==> config.mk <==
export PLATFORM = sky130hd
export DESIGN_NAME = cg_encoder
export DESIGN_NICKNAME = d
export VERILOG_FILES = /design/src/rtl/cg_enc_pkg.sv /design/src/rtl/cg_ctl_check.sv /design/src/rtl/cg_sub6.sv /design/src/rtl/cg_sub4.sv /design/src/rtl/cg_encoder.sv
export SDC_FILE = /design/constraint.sdc
export NUM_CORES = 1
export LEC_CHECK = 0
export ABC_AREA = 0
export CAP_MARGIN = 5
export CORE_ASPECT_RATIO = 2
export CORE_MARGIN = 2
export CORE_UTILIZATION = 45
export DETAILED_ROUTE_END_ITERATION = 8
export DONT_BUFFER_PORTS = 1
export HOLD_SLACK_MARGIN = 0.12
export PLACE_DENSITY_LB_ADDON = 0.15
export SYNTH_ARGS = -nofsm -noshare
export SYNTH_HDL_FRONTEND = slang
export SYNTH_SLANG_ARGS = --single-unit
export TNS_END_PERCENT = 20
==> constraint.sdc <==
create_clock -name clk -period 9.4 [get_ports clk]
set_input_delay 0.94 -clock clk [delete_from_list [all_inputs] [get_ports clk]]
set_output_delay 0.94 -clock clk [all_outputs]
set_load 0.02 [all_outputs]
==> src/rtl/cg_enc_pkg.sv <==
package cg_enc_pkg;

    localparam int BYTE_W = 8;
    localparam int CODE_W = 10;
    localparam int SUB6_W = 6;
    localparam int SUB4_W = 4;
    localparam int X_W    = 5;
    localparam int Y_W    = 3;

    typedef enum logic {
        RD_NEG = 1'b0,
        RD_POS = 1'b1
    } rd_e;

    typedef struct packed {
        logic [X_W-1:0] x;
        logic [Y_W-1:0] y;
    } byte_split_t;

    // Six-bit subblock (abcdei, a at bit 5) for the negative-disparity column.
    function automatic logic [SUB6_W-1:0] six_neg(input logic [X_W-1:0] x);
        logic [SUB6_W-1:0] r;
        case (x)
            5'd0:  r = 6'b100111;
            5'd1:  r = 6'b011101;
            5'd2:  r = 6'b101101;
            5'd3:  r = 6'b110001;
            5'd4:  r = 6'b110101;
            5'd5:  r = 6'b101001;
            5'd6:  r = 6'b011001;
            5'd7:  r = 6'b111000;
            5'd8:  r = 6'b111001;
            5'd9:  r = 6'b100101;
            5'd10: r = 6'b010101;
            5'd11: r = 6'b110100;
            5'd12: r = 6'b001101;
            5'd13: r = 6'b101100;
            5'd14: r = 6'b011100;
            5'd15: r = 6'b010111;
            5'd16: r = 6'b011011;
            5'd17: r = 6'b100011;
            5'd18: r = 6'b010011;
            5'd19: r = 6'b110010;
            5'd20: r = 6'b001011;
            5'd21: r = 6'b101010;
            5'd22: r = 6'b011010;
            5'd23: r = 6'b111010;
            5'd24: r = 6'b110011;
            5'd25: r = 6'b100110;
            5'd26: r = 6'b010110;
            5'd27: r = 6'b110110;
            5'd28: r = 6'b001110;
            5'd29: r = 6'b101110;
            5'd30: r = 6'b011110;
            default: r = 6'b101011;
        endcase
        return r;
    endfunction

    // Four-bit data subblock (fghj, f at bit 3), negative column.
    function automatic logic [SUB4_W-1:0] four_data_neg(input logic [Y_W-1:0] y,
                                                        input logic alt);
        logic [SUB4_W-1:0] r;
        case (y)
            3'd0: r = 4'b1011;
            3'd1: r = 4'b1001;
            3'd2: r = 4'b0101;
            3'd3: r = 4'b1100;
            3'd4: r = 4'b1101;
            3'd5: r = 4'b1010;
            3'd6: r = 4'b0110;
            default: r = alt ? 4'b0111 : 4'b1110;
        endcase
        return r;
    endfunction

    // Four-bit control subblock, selected when the six-bit stage left
    // the running disparity negative; the positive case is its complement.
    function automatic logic [SUB4_W-1:0] four_ctl_neg(input logic [Y_W-1:0] y);
        logic [SUB4_W-1:0] r;
        case (y)
            3'd0: r = 4'b1011;
            3'd1: r = 4'b0110;
            3'd2: r = 4'b1010;
            3'd3: r = 4'b1100;
            3'd4: r = 4'b1101;
            3'd5: r = 4'b0101;
            3'd6: r = 4'b1001;
            default: r = 4'b0111;
        endcase
        return r;
    endfunction

    function automatic rd_e rd_step6(input rd_e rd_in, input logic [SUB6_W-1:0] b);
        int ones;
        ones = $countones(b);
        if (ones == SUB6_W / 2) return rd_in;
        return (ones > SUB6_W / 2) ? RD_POS : RD_NEG;
    endfunction

    function automatic rd_e rd_step4(input rd_e rd_in, input logic [SUB4_W-1:0] b);
        int ones;
        ones = $countones(b);
        if (ones == SUB4_W / 2) return rd_in;
        return (ones > SUB4_W / 2) ? RD_POS : RD_NEG;
    endfunction

endpackage

==> src/rtl/cg_ctl_check.sv <==
module cg_ctl_check
    import cg_enc_pkg::*;
(
    input  logic [BYTE_W-1:0] byte_i,
    output logic              legal_o,
    output logic              is_k28_o
);
    byte_split_t sp;
    logic        x7_ok;

    always_comb begin
        sp       = '{x: byte_i[X_W-1:0], y: byte_i[BYTE_W-1:X_W]};
        is_k28_o = (sp.x == 5'd28);
        x7_ok    = (sp.y == 3'd7) &&
                   ((sp.x == 5'd23) || (sp.x == 5'd27) ||
                    (sp.x == 5'd29) || (sp.x == 5'd30));
        legal_o  = is_k28_o || x7_ok;
    end
endmodule

==> src/rtl/cg_sub6.sv <==
module cg_sub6
    import cg_enc_pkg::*;
(
    input  logic [X_W-1:0]    x_i,
    input  logic              k28_i,
    input  rd_e               rd_i,
    output logic [SUB6_W-1:0] bits_o,
    output rd_e               rd_o
);
    logic [SUB6_W-1:0] base;
    logic              swap;

    always_comb begin
        base   = k28_i ? 6'b001111 : six_neg(x_i);
        swap   = ($countones(base) != SUB6_W / 2) || (!k28_i && x_i == 5'd7);
        bits_o = (rd_i == RD_POS && swap) ? ~base : base;
        rd_o   = rd_step6(rd_i, bits_o);
    end
endmodule

==> src/rtl/cg_sub4.sv <==
module cg_sub4
    import cg_enc_pkg::*;
(
    input  logic [Y_W-1:0]    y_i,
    input  logic [X_W-1:0]    x_i,
    input  logic              ctl_i,
    input  rd_e               rd_i,
    output logic [SUB4_W-1:0] bits_o,
    output rd_e               rd_o
);
    logic [SUB4_W-1:0] base;
    logic              swap;
    logic              alt;

    always_comb begin
        alt = (y_i == 3'd7) &&
              ((rd_i == RD_NEG && (x_i == 5'd17 || x_i == 5'd18 || x_i == 5'd20)) ||
               (rd_i == RD_POS && (x_i == 5'd11 || x_i == 5'd13 || x_i == 5'd14)));
        if (ctl_i) begin
            base = four_ctl_neg(y_i);
            swap = 1'b1;
        end else begin
            base = four_data_neg(y_i, alt);
            swap = (y_i == 3'd0) || (y_i == 3'd3) || (y_i == 3'd4) || (y_i == 3'd7);
        end
        bits_o = (rd_i == RD_POS && swap) ? ~base : base;
        rd_o   = rd_step4(rd_i, bits_o);
    end
endmodule

==> src/rtl/cg_encoder.sv <==
module cg_encoder
    import cg_enc_pkg::*;
(
    input  logic              clk,
    input  logic              rst,
    input  logic              in_vld,
    input  logic [BYTE_W-1:0] in_byte,
    input  logic              in_ctl,
    input  logic              in_force,
    input  logic              in_dval,
    output logic              out_vld,
    output logic [CODE_W-1:0] out_code,
    output logic              out_ctl_err
);
    rd_e               rd_q;
    rd_e               rd_start;
    rd_e               rd_mid;
    rd_e               rd_end;
    logic              legal;
    logic              is_k28;
    logic              ctl_eff;
    logic [SUB6_W-1:0] b6;
    logic [SUB4_W-1:0] b4;

    assign rd_start = in_force ? (in_dval ? RD_NEG : RD_POS) : rd_q;
    assign ctl_eff  = in_ctl && legal;

    cg_ctl_check u_ctl (
        .byte_i   (in_byte),
        .legal_o  (legal),
        .is_k28_o (is_k28)
    );

    cg_sub6 u_s6 (
        .x_i    (in_byte[X_W-1:0]),
        .k28_i  (ctl_eff && is_k28),
        .rd_i   (rd_start),
        .bits_o (b6),
        .rd_o   (rd_mid)
    );

    cg_sub4 u_s4 (
        .y_i    (in_byte[BYTE_W-1:X_W]),
        .x_i    (in_byte[X_W-1:0]),
        .ctl_i  (ctl_eff),
        .rd_i   (rd_mid),
        .bits_o (b4),
        .rd_o   (rd_end)
    );

    always_ff @(posedge clk) begin
        if (rst) begin
            rd_q        <= RD_NEG;
            out_vld     <= 1'b0;
            out_code    <= '0;
            out_ctl_err <= 1'b0;
        end else begin
            out_vld <= in_vld;
            if (in_vld) begin
                out_code    <= {b6, b4};
                out_ctl_err <= in_ctl && !legal;
                rd_q        <= rd_end;
            end else begin
                out_ctl_err <= 1'b0;
            end
        end
    end
endmodule

==> results.cfg, run 1 <==
[synth]
synthCells = 206
syn_area_sq_um = 1630
yosysWarnings = 0
ys_ff_latch = 13
ys.flop_type = dfxtp_1
synth_cell_types = 58
syn_nets = 241
synthTopCellsByCount = nand2_1 (19), nor2_1 (18), ha_1 (16), inv_1 (16), dfxtp_1 (13)
yosysSeqAreaShare_pct = 16.0
synthArstFlopShare_pct = 0
syn_avg_cell_area_sq_um = 7.89
synth_edf_count = 0
synth_top_area_share_pct = 16.0
yosysTopAreaCell = dfxtp_1
yosysMostFrequentCell = nand2_1
ys_top_cells_by_area = dfxtp_1 (16%), ha_1 (12%), fa_1 (6.2%)

[worst_setup_path]
max_stage_delay_ns = 0.53
cp_common_cell = ha_1
required_ns = 9.59
start_kind = input port
slowest_stage = a211oi_4
critPathMaxFanout = 13
crit_path_end_kind = register
crit_type = input port to register
worstPathArrival_ns = 7.76

[cells_and_area]
postLayoutCoreUtil_pct = 48.8
seqCellArea_sq_um = 260
diodes = 0
fin_area_sq_um = 1670
nFillCells = 353
syn2layout_area_growth_pct = 2.46
stdcell_count = 246
multi_input_area_sq_um = 1230
layout.nets = 234
drive_gt1_share_pct = 8.59

[power_and_ir_drop]
p_per_area_nw_per_um2 = 191
ir_drop_uv = 91.5
p_leak_nw = 0.681
total_power_mw = 0.318

[routing]
vias = 1459
routed_via_density = 5.93
wl_um = 3770
drtPass1Iterations = 4
drc = 0
wire_per_inst_um = 15.3
drtAntennaViolNets = 0
drt-initial-drc-count = 31

[grt]
track_usage_pct = 20.3
grt_max_degree = 29
grt_pass1_vias = 1416
antenna_found_initial = 0
grt.overflow.total = 0
grt_pass1_wl_um = 6290

[run]
drv_cap = 0

[min_path]
hp-class = register to register

[cts]
ctsHoldBuffers = 0
clk_latency_ns = 0.24
numCtsBuffers = 3
clkSinkCount = 13
clk_path_buf_depth = 2
path_clk_slew_ns = 0.05
postCtsSetupRepairBufs = 0
ctsRootBufferMaster = clkbuf_8
cts.htree.levels = 1
tritoncts = yes
cts_resized = 0

[timing]
finalCritPeriodShare_pct = 80.5
min_period_ns = 7.57
finalClockSkew_ns = 0.000231
rsz0062_at_grt = no
fin_worst_hold_slack_ns = 0.522
slew_headroom_pct = 61.3
worst_slack_ns = 1.83
timing.setup.tns_ns = 0
worstMarginPinSlew_ns = 0.579
hold_viol = 0
fmax_mhz = 132
setup_violations = 0
final-max-slew-violation-count = 0

[placed_design]
dp_cells = 242
place.gp.congestion = 0.788
place_area_sq_um = 1620
dpl.hpwl_um = 3090
dp_slack_ns = 1.59
portBuffers = 0

[floorplan]
core_sq_um = 3420
die_h_um = 89.0
ioPinCount = 26
row_count = 30
dieArea_sq_um = 4140
die_w_um = 46.5
start_util_pct = 47.6

[outcome]
status = completed
[final cells by class]
class / count / area share (%)
inverters: 16 / 3.61
flip-flops and latches: 13 / 15.6
clock inverters: 1 / 0.301
multi-input cells: 164 / 73.9
well taps: 48 / 3.61
clock buffers: 3 / 2.48
repair buffers: 1 / 0.451
[placed cells by master (no fill, tap or decap), drive strengths merged, types with 3 or more instances in the layout]
cell type	count
a211oi	5
a21oi	11
a22oi	3
a31oi	5
and2	4
clkbuf	3
dfxtp	13
fa	5
ha	16
inv	16
mux2i	5
nand2	20
nand2b	4
nand3	8
nand3b	3
nor2	19
nor3	6
o211ai	4
o21ai	8
o311ai	3
or2	3
xnor2	3
xor2	3
[state kept, by name, summed over array words and instances, names as in the netlist]
signal       cells
out_ctl_err      1
rd_q             1
out_code        10
out_vld          1
[final timing paths]
path | from | to | slack (ns) | cells after the start
setup reg to reg | rd_q$_SDFFE_PP0P_ | rd_q$_SDFFE_PP0P_ | 4.88 | 21
setup / recovery | in_byte[0] | rd_q$_SDFFE_PP0P_ | 1.83 | 31
hold reg to reg | rd_q$_SDFFE_PP0P_ | rd_q$_SDFFE_PP0P_ | 0.52 | 2
hold / removal | rd_q$_SDFFE_PP0P_ | rd_q$_SDFFE_PP0P_ | 0.52 | 2
[metal layers]
metal  global-route usage, %  part of all wire [%]  vias up
met5                       0                     0        -
met4                    8.31                   2.1        0
met3                   0.202                   2.7        7
met2                    41.0                    59       34
met1                    19.6                    36      697
li1                        -                     -      721
[logic make-up after synthesis]
kind of cell | after synthesis | synth area share (%)
AOI/OAI and AO/OA | 55 | 26.6
xor gates and xnor gates | 6 | 3.23
adders and majority gates | 21 | 18.5
buffers and inverters | 29 | 8.24
DFF | 13 | 16.0
muxes | 5 | 3.08
and+or+nand+nor | 77 | 24.3
[where the power goes]
group | leakage [nW] | switching, mW | internal (mW) | total, mW
Sequential | 0.108 | 0.0170 | 0.0657 | 0.0826
Combinational | 0.548 | 0.103 | 0.0827 | 0.186
Clock | 0.0255 | 0.0203 | 0.0293 | 0.0496
[critical path: cells and delay by family]
kind                       cells  cell delay, ns
AOI/OAI and AO/OA              7            1.96
buffers and inverters          4            0.43
and+or+nand+nor               10            1.40
adders and majority gates      9            2.90
muxes                          1            0.08
(Power assumes the default switching activity.)
==> run 2: changes to the inputs <==
- clock period: 9.4 -> 6.9 ns (I/O delays scaled with it)
==> run 2 against run 1 <==
Compared with the run above:
- global-route usage up 0.18 points
- routed wire length up 8.7%
- utilization up 11 points
==> results.cfg, run 2 (synthesis gave the netlist of run 1 again) <==
[worst_setup_path]
required_ns = 7.08
start_kind = input port
worstPathArrival_ns = 6.71
crit_type = input port to register
worstRegToRegCells = 22
cp_common_cell = buf_4
max_stage_delay_ns = 0.54
slowest_stage = fa_1
critPathMaxFanout = 7
crit_path_end_kind = register

[cts]
cts.htree.levels = 1
clkSinkCount = 13
tritoncts = yes
path_clk_slew_ns = 0.05
clk_path_buf_depth = 2
ctsHoldBuffers = 0
ctsRootBufferMaster = clkbuf_8
numCtsBuffers = 3
clk_latency_ns = 0.24

[power_and_ir_drop]
combPwrFrac_pct = 64.9
sw_frac_of_total_pct = 41.2
p_leak_nw = 0.829
p_int_mw = 0.302
power_frac_seq_pct = 22.1
p_per_area_nw_per_um2 = 253
clkPwrFrac_pct = 13.1
switchingPower_mw = 0.211
ir_drop_uv = 117

[timing]
slew_headroom_pct = 70.8
finalClockSkew_ns = 0.00462
worst_slack_ns = 0.380
hold_viol = 0
setup_violations = 0
rsz0062_at_grt = no
fmax_mhz = 153
fin_worst_hold_slack_ns = 0.510
finalCritPeriodShare_pct = 94.5
final-max-slew-violation-count = 0
min_period_ns = 6.52
worstMarginPinSlew_ns = 0.437

[floorplan]
die_h_um = 89.0
die_w_um = 46.5
core_sq_um = 3420
ioPinCount = 26
dieArea_sq_um = 4140
start_util_pct = 47.6
row_count = 30

[routing]
routed_via_density = 5.68
drtAntennaViolNets = 0
vias = 1567
drc = 0
wire_per_inst_um = 14.8
drt-initial-drc-count = 35
wl_um = 4090
drtPass1Iterations = 5

[cells_and_area]
drive_gt1_share_pct = 28.5
largest_reg_flops = 10
syn2layout_area_growth_pct = 24.8
final_cell_mix = buf_4 (30), nand2_1 (19), nor2_1 (18)
diodes = 0
final_common_cell = buf_4
layout.nets = 264
largest_register = out_code

[grt]
grt.overflow.total = 0
grt_pass1_wl_um = 6260
grt_max_degree = 29
track_usage_pct = 20.4
grt_pass1_vias = 1527
antenna_found_initial = 0

[outcome]
status = completed

[placed_design]
dpl.hpwl_um = 3310
dp_slack_ns = -0.126
place.gp.congestion = 0.827
portBuffers = 0

[min_path]
hold-path-cell-count = 1
hp-class = input port to register

[run]
drv_cap = 0
## run 2: layout make-up
class | instances | area [sq um]
clock buffer | 4 | 45.0
fill | 334 | 1390
inverter | 16 | 63.8
multi-input combinational | 164 | 1360
sequential | 13 | 260
tap | 48 | 60.1
timing repair buffer | 31 | 236
## run 2: power by group through the flow
stage	registers [mW]	logic [mW]	clock network, mW
2_1_floorplan	0.112	0.216	0
4_1_cts	0.113	0.309	0.0685
6_report	0.113	0.332	0.0670
3_5_place_dp	0.115	0.309	0
5_1_grt	0.115	0.376	0.0720
3_3_place_gp	0.115	0.295	0
## run 2: per-layer routing
layer	vias up	share of wire, %	wire length (um)	GRT usage, %
met5	-	0	0	0
met4	0	3.0	121	15.1
met3	18	3.3	135	1.82
met2	55	61	2480	40.4
met1	719	33	1360	16.6
li1	775	-	-	-
## run 2: repair_timing
| action | in CTS | in global routing |
|---|---|---|
| resized for setup | 0 | 28 |
| setup buffers | 0 | 4 |
| setup endpoints to repair | 0 | 1 |
## run 2: critical path, delay by kind of cell
family | cells | cell delay, ns
buffers and inverters | 8 | 0.96
AO/OA/AOI/OAI | 8 | 1.58
AND/OR/NAND/NOR | 7 | 0.53
multiplexers | 2 | 0.23
adder cells (fa/ha/maj) | 9 | 2.69
## run 2: through the flow
stage	utilization [%]	power, mW	TNS [ns]	instances	area [sq um]
3_3_place_gp	53.1	0.410	0	268	1810
5_1_grt	59.4	0.563	0	276	2030
2_1_floorplan	-	0.328	0	206	1630
3_5_place_dp	53.1	0.423	-0.126	268	1810
6_report	59.4	0.512	0	276	2030
4_1_cts	54.4	0.491	0	272	1860
## run 2: final timing paths
kind,from,end,slack [ns]
setup reg to reg,rd_q$_SDFFE_PP0P_,rd_q$_SDFFE_PP0P_,2.61
setup / recovery,in_byte[0],rd_q$_SDFFE_PP0P_,0.38
hold reg to reg,rd_q$_SDFFE_PP0P_,rd_q$_SDFFE_PP0P_,0.54
hold / removal,rst,rd_q$_SDFFE_PP0P_,0.51
